===== config.mk =====
export PLATFORM = sky130hd
export DESIGN_NAME = ipi_dest_match
export DESIGN_NICKNAME = d
export VERILOG_FILES = /design/src/rtl/idm_pkg.sv /design/src/rtl/idm_phys_match.sv /design/src/rtl/idm_logic_match.sv /design/src/rtl/idm_decide.sv /design/src/rtl/ipi_dest_match.sv
export SDC_FILE = /design/constraint.sdc
export NUM_CORES = 1
export LEC_CHECK = 0
export ABC_CLOCK_PERIOD_IN_PS = 2110
export BUFFER_PORTS_ARGS = -buffer_cell sky130_fd_sc_hd__buf_4
export CAP_MARGIN = 0
export CORE_AREA = 2 2 39 41
export CTS_BUF_LIST = sky130_fd_sc_hd__clkbuf_4 sky130_fd_sc_hd__clkbuf_8
export DETAILED_ROUTE_END_ITERATION = 16
export DIE_AREA = 0 0 41 43
export PLACE_DENSITY = 0.68
export SYNTH_ARGS = -nofsm -noshare
export SYNTH_HDL_FRONTEND = slang
export SYNTH_HIERARCHICAL = 1
export SYNTH_SLANG_ARGS = --single-unit

===== constraint.sdc =====
create_clock -name clk -period 2.11 [get_ports clk]
set_input_delay 0 -clock clk [delete_from_list [all_inputs] [get_ports clk]]
set_output_delay 0 -clock clk [all_outputs]
set_load 0.005 [all_outputs]

===== src/rtl/idm_pkg.sv =====
package idm_pkg;

    typedef enum logic [1:0] {
        SH_NONE    = 2'd0,
        SH_SELF    = 2'd1,
        SH_ALL_INC = 2'd2,
        SH_ALL_EXC = 2'd3
    } shorthand_e;

    typedef enum logic {
        ST_IDLE = 1'b0,
        ST_SHOW = 1'b1
    } state_e;

    typedef struct packed {
        logic acc;
        logic err;
    } verdict_t;

    localparam logic [2:0] DLV_LOWEST = 3'b001;

endpackage


===== src/rtl/idm_phys_match.sv =====
module idm_phys_match #(
    parameter int ID_W = 8
) (
    input  logic [ID_W-1:0] dest,
    input  logic [ID_W-1:0] own_id,
    output logic            hit
);
    localparam logic [ID_W-1:0] BCAST = {ID_W{1'b1}};

    logic is_bcast;
    logic is_equal;

    always_comb begin
        is_bcast = (dest == BCAST);
        is_equal = (dest == own_id);
        hit      = is_bcast | is_equal;
    end
endmodule


===== src/rtl/idm_logic_match.sv =====
module idm_logic_match #(
    parameter int ID_W  = 8,
    parameter int FMT_W = 4
) (
    input  logic [ID_W-1:0]  dest,
    input  logic [ID_W-1:0]  log_id,
    input  logic [FMT_W-1:0] fmt_hi,
    output logic             hit,
    output logic             cluster
);
    localparam int NIB = ID_W / 2;

    logic             flat_hit;
    logic             grp_same;
    logic [NIB-1:0]   member_and;
    logic             clu_hit;

    always_comb begin
        cluster    = ~(&fmt_hi);
        flat_hit   = |(dest & log_id);
        grp_same   = (dest[NIB-1:0] == log_id[NIB-1:0]);
        member_and = dest[ID_W-1:NIB] & log_id[ID_W-1:NIB];
        clu_hit    = grp_same & (|member_and);
        hit        = cluster ? clu_hit : flat_hit;
    end
endmodule


===== src/rtl/idm_decide.sv =====
module idm_decide
    import idm_pkg::*;
(
    input  shorthand_e sh,
    input  logic       dst_logical,
    input  logic [2:0] dlv_mode,
    input  logic       is_sender,
    input  logic       phys_hit,
    input  logic       logic_hit,
    input  logic       cluster,
    output verdict_t   vd
);
    always_comb begin
        vd = '0;
        unique case (sh)
            SH_NONE: begin
                if (!dst_logical) begin
                    vd.acc = phys_hit;
                end else if (cluster && (dlv_mode == DLV_LOWEST)) begin
                    vd.err = 1'b1;
                end else begin
                    vd.acc = logic_hit;
                end
            end
            SH_SELF:    vd.acc = is_sender;
            SH_ALL_INC: vd.acc = 1'b1;
            SH_ALL_EXC: vd.acc = ~is_sender;
        endcase
    end
endmodule


===== src/rtl/ipi_dest_match.sv =====
module ipi_dest_match
    import idm_pkg::*;
#(
    parameter int ID_W  = 8,
    parameter int FMT_W = 4,
    parameter int SH_W  = 2,
    parameter int DM_W  = 3
) (
    input  logic             clk,
    input  logic             rst_n,
    input  logic             req_vld,
    input  logic [ID_W-1:0]  dest,
    input  logic             dst_logical,
    input  logic [SH_W-1:0]  shorthand,
    input  logic [DM_W-1:0]  dlv_mode,
    input  logic             is_sender,
    input  logic [ID_W-1:0]  own_id,
    input  logic [ID_W-1:0]  log_id,
    input  logic [FMT_W-1:0] fmt_hi,
    output logic             res_vld,
    output logic             accept,
    output logic             cfg_err
);
    state_e   state_q, state_d;
    verdict_t vd_now, vd_q;
    logic     phys_hit, logic_hit, cluster;

    idm_phys_match #(.ID_W(ID_W)) u_phys (
        .dest   (dest),
        .own_id (own_id),
        .hit    (phys_hit)
    );

    idm_logic_match #(.ID_W(ID_W), .FMT_W(FMT_W)) u_logic (
        .dest    (dest),
        .log_id  (log_id),
        .fmt_hi  (fmt_hi),
        .hit     (logic_hit),
        .cluster (cluster)
    );

    idm_decide u_decide (
        .sh          (shorthand_e'(shorthand)),
        .dst_logical (dst_logical),
        .dlv_mode    (dlv_mode),
        .is_sender   (is_sender),
        .phys_hit    (phys_hit),
        .logic_hit   (logic_hit),
        .cluster     (cluster),
        .vd          (vd_now)
    );

    // next-state selection
    always_comb begin
        state_d = state_q;
        unique case (state_q)
            ST_IDLE: if (req_vld)  state_d = ST_SHOW;
            ST_SHOW: if (!req_vld) state_d = ST_IDLE;
        endcase
    end

    // state register
    always_ff @(posedge clk) begin
        if (!rst_n) state_q <= ST_IDLE;
        else        state_q <= state_d;
    end

    // verdict capture
    always_ff @(posedge clk) begin
        if (!rst_n)       vd_q <= '0;
        else if (req_vld) vd_q <= vd_now;
    end

    // outputs
    always_comb begin
        res_vld = 1'b0;
        accept  = 1'b0;
        cfg_err = 1'b0;
        unique case (state_q)
            ST_IDLE: ;
            ST_SHOW: begin
                res_vld = 1'b1;
                accept  = vd_q.acc;
                cfg_err = vd_q.err;
            end
        endcase
    end
endmodule


Yosys cells after proc, flatten, opt, wreduce, memory -nomap -nowiden
Cells that the tools add are included.
W data, S select, Z words.
- register bits: 3
- input bits: 38
- output and inout port bits: 3
- logic and storage cells: 32
- eq/ne operators: 7
- muxes and demuxes: 11
- bitwise operators: 6
- reduce and logical (&&, ||, !) cells: 5
- operator list (operator ; number):
    $mux W1 ; 10
    $and A8 B8 Y8 ; 1
    $eq A8 B8 Y1 ; 1
    $eq A8 B8 Y1 const B ; 1
    $reduce_or A8 Y1 ; 1
    $and A4 B4 Y4 ; 1
    $eq A2 B2 Y1 const B ; 2
    $eq A4 B4 Y1 ; 1
    $pmux W1 S4 ; 1
    $reduce_and A4 Y1 ; 1
    $reduce_or A4 Y1 ; 1
    $eq A3 B1 Y1 const B ; 1
    $eq A2 B1 Y1 const B ; 1
    $logic_not A2 Y1 ; 1
    $not A1 Y1 ; 2
    $and A1 B1 Y1 ; 1
    $logic_and A1 B1 Y1 ; 1
    $or A1 B1 Y1 ; 1

Depth between registers and ports, before layout
Gate-level depths: netlist of run 1.
- depth in word-level cells: 7
- gate-level depth with buffers: 8
- depth with buffers taken out: 8

Hierarchy
Netlist of run 1, hierarchy kept.
- modules (own cells, without submodules) (module ; instances ; cells an instance ; area each (sq um) ; sequential area each (sq um)):
    ipi_dest_match ; 1 ; 10 ; 112.6 ; 60.1
    idm_logic_match ; 1 ; 12 ; 108.9 ; 0.0
    idm_phys_match ; 1 ; 13 ; 101.3 ; 0.0
    idm_decide ; 1 ; 8 ; 51.3 ; 0.0

Worst setup path before layout of run 1
OpenSTA, ideal clock, no wires.
- path kind: input port to flip-flop
- from: in dest[1]
- to: reg vd_q[1] (netlist name)
- setup time: 116 ps
- data arrival time: 1163 ps
- required time: 1994 ps
- slack: 831 ps
- cell stages on the path: 8
- cells stage by stage: ha_1 or4_1 nor3_2 a21oi_1 nand3_1 a32oi_1 mux2i_1 nor2b_1
- RTL lines (item ; line ; source):
    start, declared ; ipi_dest_match.sv:12 ; input logic [ID_W-1:0] dest,
    end signal, assigned ; ipi_dest_match.sv:71 ; else if (req_vld) vd_q <= vd_now;
    end, declared ; ipi_dest_match.sv:25 ; verdict_t vd_now, vd_q;

==> results of run 1 <==
power by group:
| group | total (uW) | switching (uW) | leakage [uW] | internal [uW] |
|---|---|---|---|---|
| Combinational | 109 | 36.4 | 0.000300 | 73.1 |
| Sequential | 60.9 | 1.20 | 0.0000247 | 59.7 |
| Clock | 112 | 28.7 | 0.0000184 | 83.6 |
| Total | 283 | 66.2 | 0.000343 | 216 |
final cells by class:
type	count	area (um^2)
fillers	129	649.4
multi-input cells	40	314.1
well taps	16	20.02
repair buffers	41	310.3
clock buffers	4	30.03
flip-flops and latches	3	60.06
final timing paths:
check	cells after the start	from	endpoint
min reg2reg	2	vd_q[1]	vd_q[1]
max	9	dest[1]	vd_q[1]
max reg2reg	2	vd_q[1]	vd_q[1]
min	2	req_vld	state_q
worst max-delay path, stage by stage:
cell and delay, ps:
buf_4 120, ha_1 290, nor4_1 370, o21ai_0 150, a21oi_1 160, nand3_1 70
a32oi_1 190, mux2i_1 90, nor2b_1 100
logic make-up after synthesis:
| kind of cell | share of synthesized area, % |
|---|---|
| adder cells (fa/ha/maj) | 13.38 |
| XOR/XNOR | 21.07 |
| AO/OA/AOI/OAI | 11.71 |
| multiplexers | 5.351 |
| flip-flops | 16.05 |
| AND/OR/NAND/NOR | 32.44 |
stage by stage:
| step | utilization (%) | cells | setup slack [ps] |
|---|---|---|---|
| after detailed placement | 50.18 | 99 | 584.5 |
| after global placement | 50.18 | 99 | 575.4 |
| final | 53.07 | 104 | 742.3 |
| after floorplan | - | 43 | 831.0 |
| after global routing | 53.07 | 104 | 624.3 |
| after CTS | 53.07 | 104 | 733.7 |
registers in the layout, summed over array words and instances, names as in the netlist:
name / cells
vd_q: 2
state_q: 1
layer usage:
metal / vias to the layer above / part of all wire, % / track usage [%]
li1: 253 / - / -
met1: 214 / 37 / 14.70
met2: 14 / 56 / 26.88
met3: 2 / 6.3 / 0.5236
met4: 0 / 0.70 / 9.333
met5: - / 0 / 0
placed cells by master (no fill, tap or decap), drive strengths merged:
cell          n
buf          40
xnor2         9
nand4         5
clkbuf        4
ha            4
dfxtp         3
and2          3
mux2i         2
nor2b         2
nor2          2
a22o          2
dlygate4sd3   1
nand2b        1
nand4bb       1
nand3         1
a32oi         1
nand2         1
nor4          1
o21ai         1
or4           1
nor3          1
a21oi         1
o22ai         1
timing repair:
item	CTS	global route
buffers inserted	0	0
endpoints found under the setup margin	0	0
hold buffers	1	0
endpoints found under the hold margin	1	0
==> flow_summary.ini, run 1 <==
[synthesis]
ys_seq_area_share_pct = 16.05
syn_nets = 85
synth_commonest_cells = xnor2_1 (9), nand4_1 (5), ha_1 (4)
yosysTopAreaCellShare_pct = 21.07
ys_ff_latch = 3
yosys.area.top_type = xnor2_1
ys.flop_type = dfxtp_1
syn_inst = 43
async_reset_ff_share_pct = 0
synth_cell_type_count = 22
ys_warn_count = 6
yosysMostFrequentCell = xnor2_1
syn_area_um2 = 374.1
synth_edf_count = 0
avgSynthCellArea_um2 = 8.700
ys_top_cells_by_area = xnor2_1 (21%), dfxtp_1 (16%), ha_1 (13%)

[timing]
maxSlewViolCount = 0
rsz0062_at_grt = false
fin_setup_tns_ps = 0
max_freq_mhz = 731.2
finalHoldViolCount = 0
hold_ws_ps = 32.96
finClkSkew_ps = 0
tightest_slew_ps = 341.4
fin_crit_ps = 1368
finalSetupViolCount = 0
finalCritPeriodShare_pct = 64.82
relSlewSlack_pct = 77.03

[floorplanning]
row_count = 14
die_y_um = 43
coreArea_um2 = 1384
die_w_um = 41
dieArea_um2 = 1763
initial_utilization_pct = 27.03
io_pins = 41

[place]
port_buffers = 40
place_congestion = 0.7884
place_area_um2 = 694.4

[layout]
area_growth_pct = 96.32
finish.instance_area_um2 = 734.5
antenna_cells = 0
layout-drive-gt1-share_pct = 53.41
final_nets = 131

[clock_network]
insertion_delay_ps = 230
cts.htree.levels = 1
cts_resized = 0
path_clk_slew_ps = 40
cts_buffers = 3
cts_buffer_depth = 2
root_buffer = clkbuf_4
cts_tree = built
clock_sinks = 3

[drt]
drtPass1Iterations = 2
antenna_left = 0
vias = 483
vias_per_cell = 4.644
first_iter_violations = 1
wl_per_cell_um = 10.98
routed_wl_um = 1142
drc = 0

[critical_path]
required_ps = 2280
cp.arrival_ps = 1540
end_kind = flip-flop
crit_fanout = 3
r2r_setup_slack_ps = 1530
crit_type = input port to flip-flop
start_kind = input port

[power]
ir_drop_mv = 0.2041
power_density_nw_per_um2 = 384.8
p_leak_uw = 0.0003434
power_uw = 282.6

[global_route]
grt_pass1_vias = 517
overflow = 0
grt_first_pass_wirelength_um = 1821
grt_max_degree = 4
antenna_found_initial = 0
track_usage_pct = 14.73

[run]
cap_violations = 0

[status]
outcome = completed

[worst_hold_path]
hold_path.class = input port to flip-flop
Note: power is estimated with default switching activity, not from simulation.
==> run 2: changes to the inputs <==
--- a/config.mk
+++ b/config.mk
@@ -5,14 +5,14 @@
 export SDC_FILE = /design/constraint.sdc
 export NUM_CORES = 1
 export LEC_CHECK = 0
-export ABC_CLOCK_PERIOD_IN_PS = 2110
+export ABC_CLOCK_PERIOD_IN_PS = 1150
 export BUFFER_PORTS_ARGS = -buffer_cell sky130_fd_sc_hd__buf_4
 export CAP_MARGIN = 0
 export CORE_AREA = 2 2 39 41
 export CTS_BUF_LIST = sky130_fd_sc_hd__clkbuf_4 sky130_fd_sc_hd__clkbuf_8
 export DETAILED_ROUTE_END_ITERATION = 16
 export DIE_AREA = 0 0 41 43
-export PLACE_DENSITY = 0.68
+export PLACE_DENSITY = 0.71
 export SYNTH_ARGS = -nofsm -noshare
 export SYNTH_HDL_FRONTEND = slang
 export SYNTH_HIERARCHICAL = 1
==> constraint.sdc (replaced) <==
create_clock -name clk -period 1.15 [get_ports clk]
set_input_delay 0 -clock clk [delete_from_list [all_inputs] [get_ports clk]]
set_output_delay 0 -clock clk [all_outputs]
set_load 0.005 [all_outputs]
==> run 2 against run 1 <==
  * The run now ends with setup timing left
  * Count of clock-buffer cells in the layout unchanged
  * Highest routed layer is now met3
  * Die area unchanged
  * First-iteration DRC count rose to 6.0 times the previous value
  * Critical endpoint unchanged
==> flow_summary.ini, run 2 (same netlist as run 1, synthesis figures left out) <==
[critical_path]
critical_path.top_delay_family = simple AND/OR/NAND/NOR gates
path_buf_inv = 1
critPathLaunch = log_id[1]
max_stage_delay_ps = 520
required_ps = 1270
crit_fanout = 1
cp.arrival_ps = 1300
critPathSlowestCell = or4_4
start_kind = input port
r2r_start = vd_q[1]
crit_type = input port to flip-flop
end_kind = flip-flop
cp_cell_sequence = buf_4 > ha_4 > or4_4 > nor3_2 > a21oi_1 > nand3_1 > a32oi_1 > mux2i_1 > nor2b_1

[timing]
max_freq_mhz = 842.8
relSlewSlack_pct = 86.03
fin_crit_ps = 1186
finalSetupViolCount = 1
maxSlewViolCount = 0
fin_setup_tns_ps = -36.48
setup_ws_ps = -36.48
finalCritPeriodShare_pct = 103.2
hold_ws_ps = 20.95
finClkSkew_ps = 0
rsz0062_at_grt = true
finalHoldViolCount = 0
tightest_slew_ps = 208.1

[floorplanning]
die_w_um = 41
dieArea_um2 = 1763
row_count = 14
initial_utilization_pct = 27.03
io_pins = 41
coreArea_um2 = 1384
die_y_um = 43

[drt]
wl_per_cell_um = 11.32
vias = 489
drc = 0
drtPass1Iterations = 4
first_iter_violations = 6
routed_wl_um = 1223
antenna_left = 0
vias_per_cell = 4.528

[status]
violations = setup timing
outcome = finished with violations

[clock_network]
insertion_delay_ps = 230
cts_buffer_depth = 2
path_clk_slew_ps = 40
cts_buffers = 3
post_cts_buffers = 0
cts_tree = built
root_buffer = clkbuf_4
cts.htree.levels = 1
clock_sinks = 3

[worst_hold_path]
hold_path.class = input port to flip-flop
hp-start = req_vld

[run]
cap_violations = 0

[global_route]
overflow = 0
grt_max_degree = 4
antenna_found_initial = 0
grt_pass1_vias = 505
grt_first_pass_wirelength_um = 1904
track_usage_pct = 15.85

[layout]
largest_reg_flops = 2
finish.instance_area_um2 = 830.8
largest_registers = vd_q: 2 flops, state_q: 1 flops
layout_commonest_cell = buf_4
layout-drive-gt1-share_pct = 61.96
final_nets = 135
fin_cells = 108
area_growth_pct = 122.1
top_register = vd_q
antenna_cells = 0
mostFrequentLayoutCells = buf_4 (42), xnor2_1 (9), nand4_1 (5)

[place]
port_buffers = 40
place_area_um2 = 724.4
dp_hpwl_um = 1042
dp_cells = 103
place_congestion = 0.7828

[power]
ir_drop_mv = 0.5948
power_density_nw_per_um2 = 680.6
p_leak_uw = 0.0003665
run 2: cell count changes in the layout (fill, tap and decap cells not counted), moves of 2 or more:
| cell | before | now |
|---|---|---|
| buf_6 | 0 | 2 |
| ha_1 | 4 | 0 |
| buf_4 | 40 | 42 |
| ha_4 | 0 | 3 |
run 2: path summary, 6_finish.rpt:
| check | to | slack (ps) | cells past startpoint |
|---|---|---|---|
| worst max register to register | vd_q[1] | 560 | 2 |
| worst min register to register | vd_q[0] | 510 | 2 |
| worst max-delay path | vd_q[1] | -40 | 9 |
| worst min-delay path | state_q | 20 | 2 |
run 2: timing repair:
action	in CTS	in global routing
pin swaps	3	2
endpoints found under the hold margin	1	0
resized for setup	8	3
hold buffers	1	0
setup endpoints to repair	1	1
run 2: where the power goes:
group	total (uW)	switching, uW	internal [uW]
Combinational	247	82.5	165
Sequential	112	2.19	110
Clock	207	53.2	153
Total	565	138	428
run 2: through the flow:
step | util (%) | worst slack, ps | total power (uW)
after floorplan | - | -129.0 | 182.8
after detailed placement | 52.35 | -419.2 | 321.3
after global routing | 60.04 | -112.4 | 606.6
final | 60.04 | -36.48 | 565.5
after CTS | 58.95 | -48.42 | 555.1
after global placement | 52.35 | -381.0 | 317.4
run 2: worst register-to-register path: stages (launching register included):
cell and delay [ps]:
dfxtp_1 300, mux2i_1 130, nor2b_1 60
run 2: area by class of cell:
cell class	instances	area, um^2
clock buffer	4	30.03
fill	119	553.0
multi-input combinational	40	372.9
sequential	3	60.06
tap	16	20.02
timing repair buffer	45	347.8
run 2: routing by layer:
layer	vias to the layer above	track usage (%)	share of wire, %
met4	0	8.000	0
li1	263	-	-
met3	0	1.571	3.8
met2	10	27.50	59
met1	216	17.63	37
met5	-	0	0
